`src/rtl/wdk_pkg.sv`:
```
package wdk_pkg;
    localparam int WD_DATA_W   = 32;
    localparam int WD_CNT_W    = 6;
    localparam int WD_CODE_W   = 4;
    localparam int WD_CODE_LSB = 4;
    localparam int WD_ACT_W    = 2;
    localparam int WD_KEY_W    = 12;
    localparam logic [WD_KEY_W-1:0] WD_KEY = 12'hA57;
    localparam int WD_OFS_CTRL = 'h10;
    localparam int WD_OFS_CFG  = 'h14;
    localparam int WD_OFS_MODE = 'h18;

    typedef enum logic [1:0] {
        WD_OFF   = 2'd0,
        WD_COUNT = 2'd1,
        WD_FIRED = 2'd2
    } wd_state_e;

    // interval code -> number of half-second ticks
    function automatic logic [WD_CNT_W-1:0] wd_halves(input logic [WD_CODE_W-1:0] code);
        logic [WD_CNT_W-1:0] c;
        c = WD_CNT_W'(code);
        if (code == '0)
            return WD_CNT_W'(1);
        else if (code <= 4'd6)
            return c << 1;
        else if (code <= 4'd11)
            return (c << 2) - WD_CNT_W'(12);
        else
            return WD_CNT_W'(32);
    endfunction
endpackage

```
`src/rtl/wdk_regfile.sv`:
```
module wdk_regfile
    import wdk_pkg::*;
#(
    parameter int ADDR_W = 8
) (
    input  logic                 clk,
    input  logic                 rst_n,
    input  logic [ADDR_W-1:0]    bus_addr,
    input  logic                 bus_we,
    input  logic [WD_DATA_W-1:0] bus_wdata,
    output logic [WD_DATA_W-1:0] bus_rdata,
    output logic [WD_DATA_W-1:0] mode_q,
    output logic [WD_DATA_W-1:0] cfg_q,
    output logic                 kick,
    output logic                 mode_wr,
    output logic                 code_chg
);
    localparam logic [ADDR_W-1:0] A_CTRL = ADDR_W'(WD_OFS_CTRL);
    localparam logic [ADDR_W-1:0] A_CFG  = ADDR_W'(WD_OFS_CFG);
    localparam logic [ADDR_W-1:0] A_MODE = ADDR_W'(WD_OFS_MODE);
    localparam int CODE_MSB = WD_CODE_LSB + WD_CODE_W - 1;

    logic cfg_wr;

    assign cfg_wr   = bus_we && (bus_addr == A_CFG);
    assign mode_wr  = bus_we && (bus_addr == A_MODE);
    assign kick     = bus_we && (bus_addr == A_CTRL) && bus_wdata[0]
                      && (bus_wdata[WD_KEY_W:1] == WD_KEY);
    assign code_chg = bus_wdata[CODE_MSB:WD_CODE_LSB] != mode_q[CODE_MSB:WD_CODE_LSB];

    always_ff @(posedge clk) begin
        if (!rst_n) begin
            mode_q <= '0;
            cfg_q  <= '0;
        end else begin
            if (mode_wr) mode_q <= bus_wdata;
            if (cfg_wr)  cfg_q  <= bus_wdata;
        end
    end

    always_comb begin
        unique case (bus_addr)
            A_CFG:   bus_rdata = cfg_q;
            A_MODE:  bus_rdata = mode_q;
            default: bus_rdata = '0;
        endcase
    end
endmodule

```
`src/rtl/wdk_core.sv`:
```
module wdk_core
    import wdk_pkg::*;
(
    input  logic                 clk,
    input  logic                 rst_n,
    input  logic                 tick,
    input  logic                 mode_wr,
    input  logic                 en_new,
    input  logic [WD_CODE_W-1:0] code_new,
    input  logic [WD_CODE_W-1:0] code_cur,
    input  logic                 code_chg,
    input  logic                 kick,
    input  logic [WD_ACT_W-1:0]  action,
    output logic                 rst_req,
    output logic                 irq
);
    wd_state_e           st_q, st_d;
    logic [WD_CNT_W-1:0] cnt_q, cnt_d;
    logic                fire;

    always_ff @(posedge clk) begin
        if (!rst_n) begin
            st_q  <= WD_OFF;
            cnt_q <= '0;
        end else begin
            st_q  <= st_d;
            cnt_q <= cnt_d;
        end
    end

    always_comb begin
        st_d  = st_q;
        cnt_d = cnt_q;
        fire  = 1'b0;
        unique case (st_q)
            WD_OFF: begin
                cnt_d = '0;
                if (mode_wr && en_new) begin          // start
                    st_d  = WD_COUNT;
                    cnt_d = wd_halves(code_new);
                end
            end
            WD_COUNT: begin
                if (mode_wr && !en_new) begin         // stop
                    st_d  = WD_OFF;
                    cnt_d = '0;
                end else if (mode_wr && code_chg) begin
                    cnt_d = wd_halves(code_new);      // retime
                end else if (kick) begin
                    cnt_d = wd_halves(code_cur);      // reload
                end else if (tick) begin
                    if (cnt_q <= WD_CNT_W'(1)) begin  // expire
                        st_d  = WD_FIRED;
                        cnt_d = '0;
                        fire  = 1'b1;
                    end else begin
                        cnt_d = cnt_q - WD_CNT_W'(1); // step
                    end
                end
            end
            WD_FIRED: begin
                if (mode_wr && !en_new) begin         // stop
                    st_d = WD_OFF;
                end else if (kick) begin              // reload
                    st_d  = WD_COUNT;
                    cnt_d = wd_halves(code_cur);
                end
            end
            default: begin
                st_d  = WD_OFF;
                cnt_d = '0;
            end
        endcase
    end

    always_ff @(posedge clk) begin
        if (!rst_n) begin
            rst_req <= 1'b0;
            irq     <= 1'b0;
        end else begin
            rst_req <= fire && (action == WD_ACT_W'(1));
            irq     <= (st_d == WD_FIRED) && (irq || (fire && action[1]));
        end
    end
endmodule

```
`src/rtl/wdog_keyed.sv`:
```
module wdog_keyed
    import wdk_pkg::*;
#(
    parameter int ADDR_W = 8
) (
    input  logic              clk,
    input  logic              rst_n,
    input  logic              tick_half_sec,
    input  logic [ADDR_W-1:0] bus_addr,
    input  logic              bus_we,
    input  logic [31:0]       bus_wdata,
    output logic [31:0]       bus_rdata,
    output logic              rst_req,
    output logic              irq
);
    localparam int CODE_MSB = WD_CODE_LSB + WD_CODE_W - 1;

    logic [WD_DATA_W-1:0] mode_q, cfg_q;
    logic                 kick, mode_wr, code_chg;

    wdk_regfile #(.ADDR_W(ADDR_W)) u_regs (
        .clk       (clk),
        .rst_n     (rst_n),
        .bus_addr  (bus_addr),
        .bus_we    (bus_we),
        .bus_wdata (bus_wdata),
        .bus_rdata (bus_rdata),
        .mode_q    (mode_q),
        .cfg_q     (cfg_q),
        .kick      (kick),
        .mode_wr   (mode_wr),
        .code_chg  (code_chg)
    );

    wdk_core u_core (
        .clk      (clk),
        .rst_n    (rst_n),
        .tick     (tick_half_sec),
        .mode_wr  (mode_wr),
        .en_new   (bus_wdata[0]),
        .code_new (bus_wdata[CODE_MSB:WD_CODE_LSB]),
        .code_cur (mode_q[CODE_MSB:WD_CODE_LSB]),
        .code_chg (code_chg),
        .kick     (kick),
        .action   (cfg_q[WD_ACT_W-1:0]),
        .rst_req  (rst_req),
        .irq      (irq)
    );
endmodule

```
`config.mk`:
```
export PLATFORM = sky130hd
export DESIGN_NAME = wdog_keyed
export DESIGN_NICKNAME = d
export VERILOG_FILES = /design/src/rtl/wdk_pkg.sv /design/src/rtl/wdk_regfile.sv /design/src/rtl/wdk_core.sv /design/src/rtl/wdog_keyed.sv
export SDC_FILE = /design/constraint.sdc
export NUM_CORES = 1
export LEC_CHECK = 0
export BUFFER_PORTS_ARGS = -buffer_cell sky130_fd_sc_hd__buf_2
export CORE_ASPECT_RATIO = 1.5
export CORE_MARGIN = 1
export CORE_UTILIZATION = 44
export CTS_CLUSTER_DIAMETER = 30
export DETAILED_ROUTE_END_ITERATION = 12
export HOLD_SLACK_MARGIN = 0.05
export MAX_ROUTING_LAYER = met4
export PLACE_DENSITY = 0.72
export SYNTH_ARGS = -nofsm -noshare
export SYNTH_HDL_FRONTEND = slang
export SYNTH_SLANG_ARGS = --single-unit
```
`constraint.sdc`:
```
create_clock -name clk -period 2.2 [get_ports clk]
set_input_delay 0.11 -clock clk [delete_from_list [all_inputs] [get_ports clk]]
set_output_delay 0.11 -clock clk [all_outputs]
set_load 0.05 [all_outputs]
```
# Word-level counts from Yosys, hierarchy flattened
# Index checks and enable logic that the tools add are counted.
[word_totals]
reg_bits = 74
latchBits = 0
ram_bits = 0
rom_bits = 0
input_bits = 44
out_inout_bits = 34
word_cells = 74
n_memories = 0
[classes]
addsub = 3
mul = 0
n_div = 0
magnitude_cmp = 5
eq_ne = 12
shifts = 0
mux = 31
bitwise = 0
reduce_logical = 17
[op_table]
columns = ["cell", "count"]
rows = [
  ["6-bit two-way mux", 14],
  ["32-bit case mux with 2 select lines", 1],
  ["8-bit by 5-bit equality test with 1-bit output (second input constant)", 3],
  ["6-bit case mux with 3 select lines", 1],
  ["2-bit two-way mux", 8],
  ["12-bit equality test (second input constant)", 1],
  ["6-bit by 4-bit subtractor with 6-bit output (second input constant)", 2],
  ["1-bit logical AND", 11],
  ["4-bit by 3-bit <= comparator with 1-bit output (second input constant)", 2],
  ["4-bit <= comparator (second input constant)", 2],
  ["4-bit logical NOT", 2],
  ["6-bit by 1-bit <= comparator with 1-bit output (second input constant)", 1],
  ["1-bit two-way mux", 6],
  ["2-bit case mux with 3 select lines", 1],
  ["6-bit by 1-bit subtractor with 6-bit output (second input constant)", 1],
  ["5-bit by 3-bit != test with 1-bit output (second input constant)", 1],
  ["2-bit by 1-bit equality test with 1-bit output (second input constant)", 2],
  ["2-bit equality test (second input constant)", 2],
  ["2-bit != test (second input constant)", 2],
  ["4-bit != test", 1],
  ["3-bit AND reduction", 1],
  ["2-bit logical NOT", 1],
  ["1-bit logical NOT", 1],
  ["1-bit logical OR", 1],
]

# Longest topological paths before layout
# Gate-level depths: netlist of run 1.
[logic_depth]
depth_word = 11
mapped_depth = 9
ltp_nobuf = 8

# By module
# A second synthesis of run 1 with hierarchy kept.
[hier_totals]
cells_unflattened = 487
hier_area_um2 = 4146.5
[modules_own_cells]
columns = ["mod", "n_inst", "cells_per_inst", "area_per_inst_um2", "seq_area_each_um2"]
rows = [
  ["wdk_regfile", 1, 336, 2971.6, 1281.2],
  ["wdk_core", 1, 151, 1174.9, 200.2],
]

# Worst setup path before layout of run 1
# Ideal clock, no wire load.
[synth_timing]
path_kind = "register to register"
from = "register u_regs.mode_q[5]"
to = "register u_core.cnt_q[3]"
setup_ns = 0.117
arrival_time_ns = 1.853
t_required_ns = 2.083
path_slack_ns = 0.231
stages_incl_launch_ff = 10
n_path_buf = 1
synth_period_minus_slack_ns = 1.969
path_cell_list = "dfxtp_1 -> clkbuf_1 -> inv_1 -> ha_1 -> nor2_1 -> a21oi_1 -> a22o_1 -> mux2_2 -> a21o_1 -> a22o_1"
[synth_via]
elab_chain_len = 8
elab_cells_between_ends = 17
cone_classes = "add/sub: 1; order compare: 2; eq/ne: 2; mux: 9; reduce/logical: 3"
[synth_lines]
columns = ["item", "line", "text"]
rows = [
  ["start: declaration", "wdk_regfile.sv:12", "output logic [WD_DATA_W-1:0] mode_q,"],
  ["start signal: assignment", "wdk_regfile.sv:36", "if (mode_wr) mode_q <= bus_wdata;"],
  ["6-bit by 4-bit subtractor with 6-bit output or 4-bit <= comparator (tied branches)", "wdk_pkg.sv:28, wdk_pkg.sv:27", ""],
  ["6-bit two-way mux", "wdk_pkg.sv:27", "else if (code <= 4'd11)"],
  ["6-bit two-way mux", "wdk_pkg.sv:25", "else if (code <= 4'd6)"],
  ["6-bit two-way mux", "wdk_pkg.sv:23", "if (code == '0)"],
  ["6-bit two-way mux", "wdk_core.sv:49", "end else if (kick) begin"],
  ["6-bit two-way mux", "wdk_core.sv:47", "end else if (mode_wr && code_chg) begin"],
  ["6-bit two-way mux", "wdk_core.sv:44", "if (mode_wr && !en_new) begin"],
  ["6-bit case mux with 3 select lines", "wdk_core.sv:35", "unique case (st_q)"],
  ["end signal: assignment", "wdk_core.sv:27", "cnt_q <= cnt_d;"],
  ["end: declaration", "wdk_core.sv:18", "logic [WD_CNT_W-1:0] cnt_q, cnt_d;"],
]
# Parallel ways exist; a longest one is shown, timed or not. The select of a mux whose other input is x is not followed.
# A chain may end at the register's enable or synchronous reset.

# Worst setup path after layout of run 1
# Ends and elaborated chain as after synthesis.

==> results of run 1 <==
==> tightest hold or removal path, stage by stage <==
cell	delay (ns)
buf_2	0.10
nand2_1	0.05
a21boi_0	0.06
==> synthesized netlist by cell type, types with 2 or more instances <==
master | number | area [um2]
a211o_1 | 2 | 17.5
a21boi_0 | 60 | 450
a21boi_1 | 7 | 52.6
a21o_1 | 6 | 45.0
a21oi_1 | 8 | 40.0
a22o_1 | 39 | 342
a2bb2oi_1 | 2 | 17.5
a31oi_1 | 3 | 18.8
and3_1 | 3 | 18.8
and4b_1 | 2 | 20.0
buf_2 | 7 | 35.0
clkbuf_1 | 28 | 105
dfxtp_1 | 74 | 1480
ha_1 | 8 | 100
inv_1 | 8 | 30.0
mux2_2 | 2 | 22.5
mux2i_1 | 3 | 30.0
nand2_1 | 137 | 514
nand2b_1 | 4 | 25.0
nand4_1 | 2 | 12.5
nor2_1 | 13 | 48.8
nor2b_1 | 10 | 62.6
nor3_1 | 7 | 35.0
o21ai_0 | 4 | 20.0
o22ai_1 | 4 | 25.0
o2bb2ai_1 | 2 | 17.5
o31ai_1 | 2 | 15.0
xor2_1 | 5 | 43.8
==> timing repair <==
item	in CTS	in global routing
gates resized for setup	0	2
setup endpoints to repair	0	7
endpoints found under the hold margin	28	0
hold buffers	18	0
setup buffers	0	0
==> sequential cells by signal (all words and copies together), names as in the netlist <==
name / cells
u_core.cnt_q: 6
u_core.irq: 1
u_core.rst_req: 1
u_core.st_q: 2
u_regs.cfg_q: 32
u_regs.mode_q: 32
==> cell families (layout without fill, tap and decap cells) <==
group | Yosys count | count (layout)
AO/OA/AOI/OAI | 145 | 145
XOR/XNOR | 6 | 6
adder cells (fa/ha/maj) | 8 | 8
buffers and inverters | 45 | 130
flip-flops | 74 | 74
multiplexers | 5 | 5
AND/OR/NAND/NOR | 197 | 197
==> power breakdown <==
group	total, mW	switching [mW]	internal [mW]
sequential	1.34	0.000927	1.34
clock	1.60	0.542	1.05
combinational	0.176	0.0874	0.0886
==> layout make-up <==
class	count	area, um2	share of cell area [%]
Clock inverter	4	73.8	1.51
Timing Repair Buffer	106	686	14.0
Inverter	8	30.0	0.613
Clock buffer	12	256	5.23
Multi-Input combinational cell	361	2240	45.7
Sequential cell	74	1480	30.2
Tap cell	107	134	2.73
==> through the flow <==
| step | hold slack [ns] | utilization, % | cells | instance area, um2 |
|---|---|---|---|---|
| final | 0.0533 | 57.6 | 672 | 4900 |
| after global routing | 0.0602 | 57.6 | 672 | 4900 |
| after CTS | 0.0505 | 57.4 | 672 | 4890 |
| after detailed placement | 0.383 | 51.4 | 638 | 4380 |
| after global placement | 0.372 | 51.4 | 638 | 4380 |
| after floorplan | 0.249 | - | 480 | 3890 |
==> layer usage <==
layer	share of wire, %	routed length (um)	vias to the layer above
met5	0	0	-
met4	3.0	314	0
met3	5.2	549	20
met2	52	5410	121
met1	40	4220	1708
li1	-	-	1825
==> worst max-delay path by stage <==
stage                     slack, ns  cells after the start                     startpoint                      endpoint
after global routing          0.008                      8  u_regs.mode_q[5]$_SDFFE_PN0N_  u_core.cnt_q[3]$_SDFFE_PN0P_
after global placement         0.12                      7                   bus_wdata[9]  u_core.cnt_q[1]$_SDFFE_PN0P_
after detailed placement        0.1                      7                   bus_wdata[9]  u_core.cnt_q[1]$_SDFFE_PN0P_
after CTS                      0.11                      8                   bus_wdata[8]  u_core.cnt_q[1]$_SDFFE_PN0P_
after floorplan                0.23                      9  u_regs.mode_q[5]$_SDFFE_PN0N_  u_core.cnt_q[3]$_SDFFE_PN0P_
final                          0.16                      8  u_regs.mode_q[5]$_SDFFE_PN0N_  u_core.cnt_q[3]$_SDFFE_PN0P_
==> impl_metrics.prom, run 1 <==
# TYPE chip_impl_metric gauge
chip_impl_metric{name="groute.layer.met1.usage",unit="%"} 25.5
chip_impl_info{name="min_delay_worst_endpoint",value="u_regs.cfg_q[29]$_SDFFE_PN0P_"} 1
chip_impl_info{name="critical-path-top-delay-family",value="compound AO/OA/AOI/OAI gates"} 1
chip_impl_metric{name="synth-simple-area-share",unit="%"} 23.4
chip_impl_metric{name="ff2ff_setup_slack",unit="ns"} 0.16
chip_impl_metric{name="worst_pin_slew",unit="ns"} 0.561
chip_impl_metric{name="core-area",unit="um2"} 8520
chip_impl_info{name="tritoncts_clock_tree",value="done"} 1
chip_impl_metric{name="synth.cell_area",unit="um2"} 3890
chip_impl_metric{name="yosys.area_share.xor_xnor",unit="%"} 1.35
chip_impl_metric{name="asyncSetResetFlopFracSynth",unit="%"} 0
chip_impl_info{name="outcome",value="finished clean"} 1
chip_impl_metric{name="finalWorstSetupSlack",unit="ns"} 0.159
chip_impl_metric{name="max-clock-path-buffers",unit=""} 2
chip_impl_info{name="worstHoldPathType",value="in2reg"} 1
chip_impl_metric{name="timing.final.crit_period",unit="ns"} 2.04
chip_impl_metric{name="synthToLayoutAreaGrowth",unit="%"} 25.9
chip_impl_metric{name="chipWidth",unit="um"} 78.8
chip_impl_metric{name="peak_supply_drop",unit="V"} 0.000637
chip_impl_metric{name="adder_cell_share_of_the_synthesized_area",unit="%"} 2.57
chip_impl_metric{name="data_required_time_at_the_worst_endpoint",unit="ns"} 2.42
chip_impl_metric{name="combined_buffer_and_inverter_count_along_the_critical_path",unit=""} 1
chip_impl_metric{name="pin_count",unit=""} 78
chip_impl_metric{name="antenna-diode-count",unit=""} 0
chip_impl_metric{name="wirelength",unit="mm"} 10.5
chip_impl_metric{name="worst_r2r_path_depth",unit=""} 8
chip_impl_info{name="mostFrequentLayoutCells",value="137 x nand2_1, 77 x buf_2, 74 x dfxtp_1, 60 x a21boi_0, 39 x a22o_1"} 1
chip_impl_info{name="rsz0062_at_grt",value="false"} 1
chip_impl_info{name="reg2reg_to",value="u_core.cnt_q[3]$_SDFFE_PN0P_"} 1
chip_impl_info{name="crit_top_cell",value="a22o_1"} 1
chip_impl_metric{name="min_path_cells",unit=""} 3
chip_impl_info{name="final_common_cell",value="nand2_1"} 1
chip_impl_metric{name="synthDistinctLibCells",unit=""} 56
chip_impl_metric{name="drv.max_cap_violation_count",unit=""} 0
chip_impl_metric{name="dr_drc_count",unit=""} 0
chip_impl_metric{name="use_met2",unit="%"} 43.2
chip_impl_info{name="timing.critical_path.to_type",value="flop"} 1
chip_impl_metric{name="detail_route.first_pass.iterations",unit=""} 4
chip_impl_metric{name="timing.final.crit_share",unit="%"} 92.8
chip_impl_metric{name="cp.arrival",unit="ns"} 2.26
chip_impl_metric{name="final_max_slew_viols",unit=""} 0
chip_impl_metric{name="yosysWarnings",unit=""} 0
chip_impl_metric{name="floorplan.die_area",unit="um2"} 9230
chip_impl_metric{name="critPathMaxStageDelay",unit="ns"} 0.52
chip_impl_metric{name="ys_ff_latch",unit=""} 74
chip_impl_info{name="globalRoute.busiestLayer",value="met2"} 1
chip_impl_metric{name="via_per_inst",unit=""} 5.47
chip_impl_metric{name="synth_seq_area_share",unit="%"} 38.1
chip_impl_info{name="worst_hold_startpoint",value="bus_wdata[29]"} 1
chip_impl_metric{name="number_of_antenna_violations_at_the_first_check_in_global_routing",unit=""} 0
chip_impl_metric{name="timing.setup.tns",unit="ns"} 0
chip_impl_metric{name="cts-htree-levels",unit=""} 3
chip_impl_metric{name="globalplace.congestion",unit=""} 0.893
chip_impl_metric{name="post_route_cells_drive_above_1_share",unit="%"} 20.5
chip_impl_metric{name="detailedPlace.worstSlack",unit="ns"} 0.0977
chip_impl_metric{name="power_per_standard_cell_area",unit="nW/um2"} 636
chip_impl_metric{name="crit_path_max_fanout",unit=""} 10
chip_impl_metric{name="grt-ovfl-total",unit=""} 0
chip_impl_metric{name="cts.reportedPaths.clkPinSlew",unit="ns"} 0.06
chip_impl_metric{name="synthMuxAreaShare",unit="%"} 1.35
chip_impl_metric{name="clock_latency",unit="ns"} 0.33
chip_impl_metric{name="drtIter0Drc",unit=""} 199
chip_impl_metric{name="grt_start_max_net_pins",unit=""} 67
chip_impl_metric{name="vias",unit=""} 3674
chip_impl_metric{name="grt.total_usage",unit="%"} 24.2
chip_impl_metric{name="final_count_of_negative_setup_slack_endpoints",unit=""} 0
chip_impl_metric{name="synth_compound_area_share",unit="%"} 28.6
chip_impl_metric{name="timing.clock.skew",unit="ns"} 0.00455
chip_impl_metric{name="post-dp-hpwl",unit="mm"} 6.91
chip_impl_metric{name="fillers",unit=""} 790
chip_impl_metric{name="row_count",unit=""} 41
chip_impl_metric{name="syn-num-nets",unit=""} 532
chip_impl_info{name="critical_path_class",value="reg2reg"} 1
chip_impl_metric{name="static_leakage_power",unit="nW"} 2.00
chip_impl_metric{name="timing.final.hold_violations",unit=""} 0
chip_impl_metric{name="cts-buffers-inserted",unit=""} 9
chip_impl_info{name="critical-path-slowest-cell",value="dfxtp_1"} 1
chip_impl_metric{name="fin_total_pwr",unit="mW"} 3.12
chip_impl_metric{name="layout.nets",unit=""} 612
chip_impl_info{name="root_buffer",value="clkbuf_16"} 1
chip_impl_info{name="synth_flop_cell",value="dfxtp_1"} 1
chip_impl_metric{name="synthesis.area_per_instance",unit="um2"} 8.11
chip_impl_info{name="crit_path_cell_trace",value="inv_1 > ha_1 > nor2_1 > a21oi_1 > a22o_1 > mux2_2 > a21o_1 > a22o_1"} 1
chip_impl_info{name="synth_top_family_by_area",value="compound AO/OA/AOI/OAI gates"} 1
chip_impl_metric{name="cts_sinks",unit=""} 74
chip_impl_metric{name="via_count_of_the_first_global_routing_pass",unit=""} 3578
chip_impl_info{name="critical_path.startpoint_type",value="flop"} 1
chip_impl_metric{name="remaining_number_of_nets_flagged_by_the_antenna_check_after_routing",unit=""} 0
chip_impl_metric{name="syn_inst",unit=""} 480
chip_impl_metric{name="io_buffer_count",unit=""} 77
chip_impl_metric{name="post_synth_edffs",unit=""} 0
chip_impl_metric{name="initial_core_util",unit="%"} 45.7
chip_impl_metric{name="first_pass_grt_wire_length",unit="mm"} 16.7
chip_impl_metric{name="max_frequency",unit="MHz"} 490
chip_impl_metric{name="drt-wirelength-per-cell",unit="um"} 15.6
chip_impl_metric{name="die_h",unit="um"} 117
chip_impl_metric{name="grt_use_met3",unit="%"} 4.34
chip_impl_metric{name="timing.max_slew.rel_slack",unit="%"} 62.6
chip_impl_info{name="r2r-start",value="u_regs.mode_q[5]$_SDFFE_PN0N_"} 1
(Power assumes the default switching activity.)
==> run 2, diff against run 1 <==
Settings changed: ABC_AREA set to 1, CTS_BUF_LIST set to sky130_fd_sc_hd__clkbuf_16.
==> run 2 against run 1 <==
Effect of this change:
- via count is 8.1% higher
- count of clock-buffer cells in the layout is 3 lower
- largest cell class unchanged
- synthesized area grew 1.4%
- utilization shrank 3.9 points
- cell count rose by 14%
- cell area decreased by 3.9%
- total power shrank 7.6%
- non-clock buffer count shrank 20
- sequential share of layout area rose by 1.2 points
- setup slack gained 0.11 ns
- clock skew up 0.0014 ns
- routed wire length decreased by 3.6%
==> impl_metrics.prom, run 2 <==
# TYPE chip_impl_metric gauge
chip_impl_metric{name="timing.max_slew.rel_slack",unit="%"} 55.8
chip_impl_metric{name="yosysWarnings",unit=""} 0
chip_impl_metric{name="synth-simple-area-share",unit="%"} 20.9
chip_impl_metric{name="layout.nets",unit=""} 707
chip_impl_info{name="outcome",value="finished clean"} 1
chip_impl_metric{name="cts-buffers-inserted",unit=""} 9
chip_impl_metric{name="synthDistinctLibCells",unit=""} 36
chip_impl_info{name="critical_path.startpoint_type",value="flop"} 1
chip_impl_metric{name="timing.setup.tns",unit="ns"} 0
chip_impl_metric{name="grt-ovfl-total",unit=""} 0
chip_impl_metric{name="die_h",unit="um"} 118
chip_impl_metric{name="syn_inst",unit=""} 583
chip_impl_metric{name="synthDominantCellAreaShare",unit="%"} 37.5
chip_impl_info{name="critical_path_class",value="reg2reg"} 1
chip_impl_metric{name="cts.hold.buffers_added",unit=""} 0
chip_impl_metric{name="grt_start_max_net_pins",unit=""} 47
chip_impl_metric{name="globalplace.congestion",unit=""} 0.919
chip_impl_metric{name="synth_compound_area_share",unit="%"} 25.0
chip_impl_metric{name="synthesis.area_per_instance",unit="um2"} 6.77
chip_impl_metric{name="syn-num-nets",unit=""} 635
chip_impl_metric{name="fin_total_pwr",unit="mW"} 2.88
chip_impl_metric{name="seq_power_share",unit="%"} 46.7
chip_impl_metric{name="post-dp-hpwl",unit="mm"} 7.57
chip_impl_metric{name="final_max_slew_viols",unit=""} 0
chip_impl_metric{name="timing.clock.skew",unit="ns"} 0.00598
chip_impl_metric{name="worst_pin_slew",unit="ns"} 0.663
chip_impl_info{name="critical-path-slowest-cell",value="dfxtp_1"} 1
chip_impl_info{name="crit_top_cell",value="nand2_1"} 1
chip_impl_info{name="synth_largest_area_cell",value="dfxtp_1"} 1
chip_impl_metric{name="internal_power",unit="mW"} 2.26
chip_impl_metric{name="grt.total_usage",unit="%"} 23.4
chip_impl_metric{name="post_synth_edffs",unit=""} 0
chip_impl_metric{name="adder_cell_share_of_the_synthesized_area",unit="%"} 2.54
chip_impl_info{name="ys_top_cells_by_area",value="dfxtp_1 38%, a21oi_1 9.8%, inv_1 9.3%"} 1
chip_impl_metric{name="p_sw_share",unit="%"} 21.5
chip_impl_metric{name="power_per_standard_cell_area",unit="nW/um2"} 611
chip_impl_info{name="synth_flop_cell",value="dfxtp_1"} 1
chip_impl_metric{name="drtIter0Drc",unit=""} 177
chip_impl_info{name="yosys.cell_count.top_type",value="inv_1"} 1
chip_impl_metric{name="cts-htree-levels",unit=""} 3
chip_impl_info{name="synth_top_family_by_area",value="compound AO/OA/AOI/OAI gates"} 1
chip_impl_metric{name="row_count",unit=""} 42
chip_impl_metric{name="remaining_number_of_nets_flagged_by_the_antenna_check_after_routing",unit=""} 0
chip_impl_metric{name="pin_count",unit=""} 78
chip_impl_metric{name="finalWorstSetupSlack",unit="ns"} 0.268
chip_impl_metric{name="static_leakage_power",unit="nW"} 1.99
chip_impl_metric{name="power_frac_comb",unit="%"} 6.1
chip_impl_metric{name="cp.arrival",unit="ns"} 2.18
chip_impl_metric{name="max-clock-path-buffers",unit=""} 2
chip_impl_metric{name="drv.max_cap_violation_count",unit=""} 0
chip_impl_metric{name="critPathMaxStageDelay",unit="ns"} 0.35
chip_impl_metric{name="post_cts_resize_count",unit=""} 0
chip_impl_metric{name="clock_latency",unit="ns"} 0.33
chip_impl_metric{name="detail_route.first_pass.iterations",unit=""} 5
chip_impl_metric{name="first_pass_grt_wire_length",unit="mm"} 16.7
chip_impl_metric{name="post-cts-setup-buffer-count",unit=""} 0
chip_impl_metric{name="antenna-diode-count",unit=""} 0
chip_impl_info{name="rsz0062_at_grt",value="false"} 1
chip_impl_metric{name="peak_supply_drop",unit="V"} 0.000568
chip_impl_metric{name="fin_worst_hold_slack",unit="ns"} 0.0565
chip_impl_metric{name="timing.final.crit_period",unit="ns"} 1.93
chip_impl_metric{name="timing.final.crit_share",unit="%"} 87.8
chip_impl_metric{name="dp.cells",unit=""} 754
chip_impl_metric{name="power.share.clock",unit="%"} 47.2
chip_impl_info{name="final_common_cell",value="inv_1"} 1
chip_impl_metric{name="post_layout_nonfiller_instances",unit=""} 769
chip_impl_metric{name="number_of_antenna_violations_at_the_first_check_in_global_routing",unit=""} 0
chip_impl_metric{name="floorplan.die_area",unit="um2"} 9360
chip_impl_info{name="worstHoldPathType",value="in2reg"} 1
chip_impl_metric{name="detailedPlace.worstSlack",unit="ns"} 0.281
chip_impl_metric{name="drt-wirelength-per-cell",unit="um"} 13.2
chip_impl_info{name="mostFrequentLayoutCells",value="100 x inv_1, 83 x nand2_1, 77 x a21oi_1, 77 x buf_2, 74 x dfxtp_1"} 1
chip_impl_metric{name="synthMuxAreaShare",unit="%"} 0
chip_impl_metric{name="synth_seq_area_share",unit="%"} 37.5
chip_impl_metric{name="max_frequency",unit="MHz"} 518
chip_impl_info{name="timing.critical_path.to_type",value="flop"} 1
chip_impl_metric{name="ys_ff_latch",unit=""} 74
chip_impl_metric{name="crit_path_max_fanout",unit=""} 6
chip_impl_metric{name="final_core_utilization",unit="%"} 53.7
chip_impl_metric{name="power.switching",unit="uW"} 619
chip_impl_metric{name="asyncSetResetFlopFracSynth",unit="%"} 0
chip_impl_metric{name="final_count_of_negative_setup_slack_endpoints",unit=""} 0
chip_impl_metric{name="via_count_of_the_first_global_routing_pass",unit=""} 3817
chip_impl_metric{name="synth.cell_area",unit="um2"} 3950
chip_impl_metric{name="data_required_time_at_the_worst_endpoint",unit="ns"} 2.45
chip_impl_metric{name="yosys.area_share.xor_xnor",unit="%"} 0.666
chip_impl_metric{name="post_route_cells_drive_above_1_share",unit="%"} 20.2
chip_impl_metric{name="io_buffer_count",unit=""} 77
chip_impl_metric{name="placement.cell_area",unit="um2"} 4430
chip_impl_info{name="root_buffer",value="clkbuf_16"} 1
chip_impl_info{name="crit_path_cell_trace",value="inv_1 > ha_1 > or2_2 > nand3_1 > nand3_1 > nand2_1 > nand3_1 > nand2_1 > nand2_1 > nand2_1 > nand2_1 > a21oi_1"} 1
chip_impl_metric{name="via_per_inst",unit=""} 5.16
chip_impl_metric{name="layout_cell_area_excl_fill",unit="um2"} 4710
chip_impl_metric{name="ff2ff_setup_slack",unit="ns"} 0.27
chip_impl_metric{name="synthToLayoutAreaGrowth",unit="%"} 19.3
chip_impl_metric{name="cts_sinks",unit=""} 74
chip_impl_metric{name="timing.final.hold_violations",unit=""} 0
chip_impl_info{name="synth_common_cells",value="98 x inv_1, 83 x nand2_1, 77 x a21oi_1, 74 x dfxtp_1, 62 x o21ai_0"} 1
chip_impl_metric{name="vias",unit=""} 3970
chip_impl_info{name="layout_top_registers",value="u_regs.cfg_q x32, u_regs.mode_q x32, u_core.cnt_q x6"} 1
chip_impl_metric{name="chipWidth",unit="um"} 79.3
chip_impl_metric{name="wirelength",unit="mm"} 10.1
chip_impl_metric{name="core-area",unit="um2"} 8780
chip_impl_metric{name="initial_core_util",unit="%"} 45.0
chip_impl_info{name="tritoncts_clock_tree",value="done"} 1
chip_impl_metric{name="cts.reportedPaths.clkPinSlew",unit="ns"} 0.05
chip_impl_metric{name="dr_drc_count",unit=""} 0
-- run 2: cell count changes in the layout (fill, tap and decap cells not counted), sizes merged, moves of 6 or more --
cell         before  now
nand3             2   28
o21ai             4   68
inv               8  111
a22o             39    0
o22ai             4   32
a21boi           67    0
nand2           138   89
nor2             14   51
a21oi             8   78
a21o              6    0
nor2b            10    0
dlygate4sd3      18    0
-- run 2: power groups by stage --
stage	Combinational [mW]	Clock [mW]	Sequential [mW]
floorplan	0.0938	0	1.37
global placement	0.169	0	1.37
detailed placement	0.173	0	1.37
CTS	0.174	1.39	1.34
global route	0.198	1.44	1.34
finish	0.175	1.36	1.34
-- run 2: final cells by class --
class	count	area, um2
Inverter	112	424
Clock inverter	6	51.3
Tap cell	110	138
Clock buffer	9	225
Sequential cell	74	1480
Multi-Input combinational cell	372	1940
Timing Repair Buffer	86	453
Fill cell	847	4070
-- run 2: worst max-delay path: cells and delay by family, from the launching register on --
kind | cells | cell delay, ns
compound gates | 1 | 0.12
buf+inv | 1 | 0.08
simple gates | 9 | 1.05
fa+ha+maj | 1 | 0.24
flops | 1 | 0.35
-- run 2: per-layer routing --
metal	track usage [%]	vias to the layer above	wire, um
li1	-	2036	-
met1	24.0	1796	4000
met2	39.6	103	5250
met3	4.96	35	384
met4	14.9	0	475
met5	-	-	0
-- run 2: kinds of logic (layout without fill, tap and decap cells) --
group	count (synthesis)	after routing
flip-flops	74	74
AND/OR/NAND/NOR	176	176
AO/OA/AOI/OAI	185	185
buffers and inverters	137	213
adder cells (fa/ha/maj)	8	8
XOR/XNOR	3	3
-- run 2: path summary, 6_finish.rpt --
| kind | start | endpoint | depth (start not counted) |
|---|---|---|---|
| worst max-delay path | u_core.cnt_q[0]$_SDFFE_PN0P_ | u_core.cnt_q[4]$_SDFFE_PN0P_ | 12 |
| worst min register to register | u_regs.mode_q[27]$_SDFFE_PN0N_ | u_regs.mode_q[27]$_SDFFE_PN0N_ | 2 |
| worst min-delay path | bus_wdata[24] | u_regs.cfg_q[24]$_SDFFE_PN0P_ | 3 |
| worst max register to register | u_core.cnt_q[0]$_SDFFE_PN0P_ | u_core.cnt_q[4]$_SDFFE_PN0P_ | 12 |
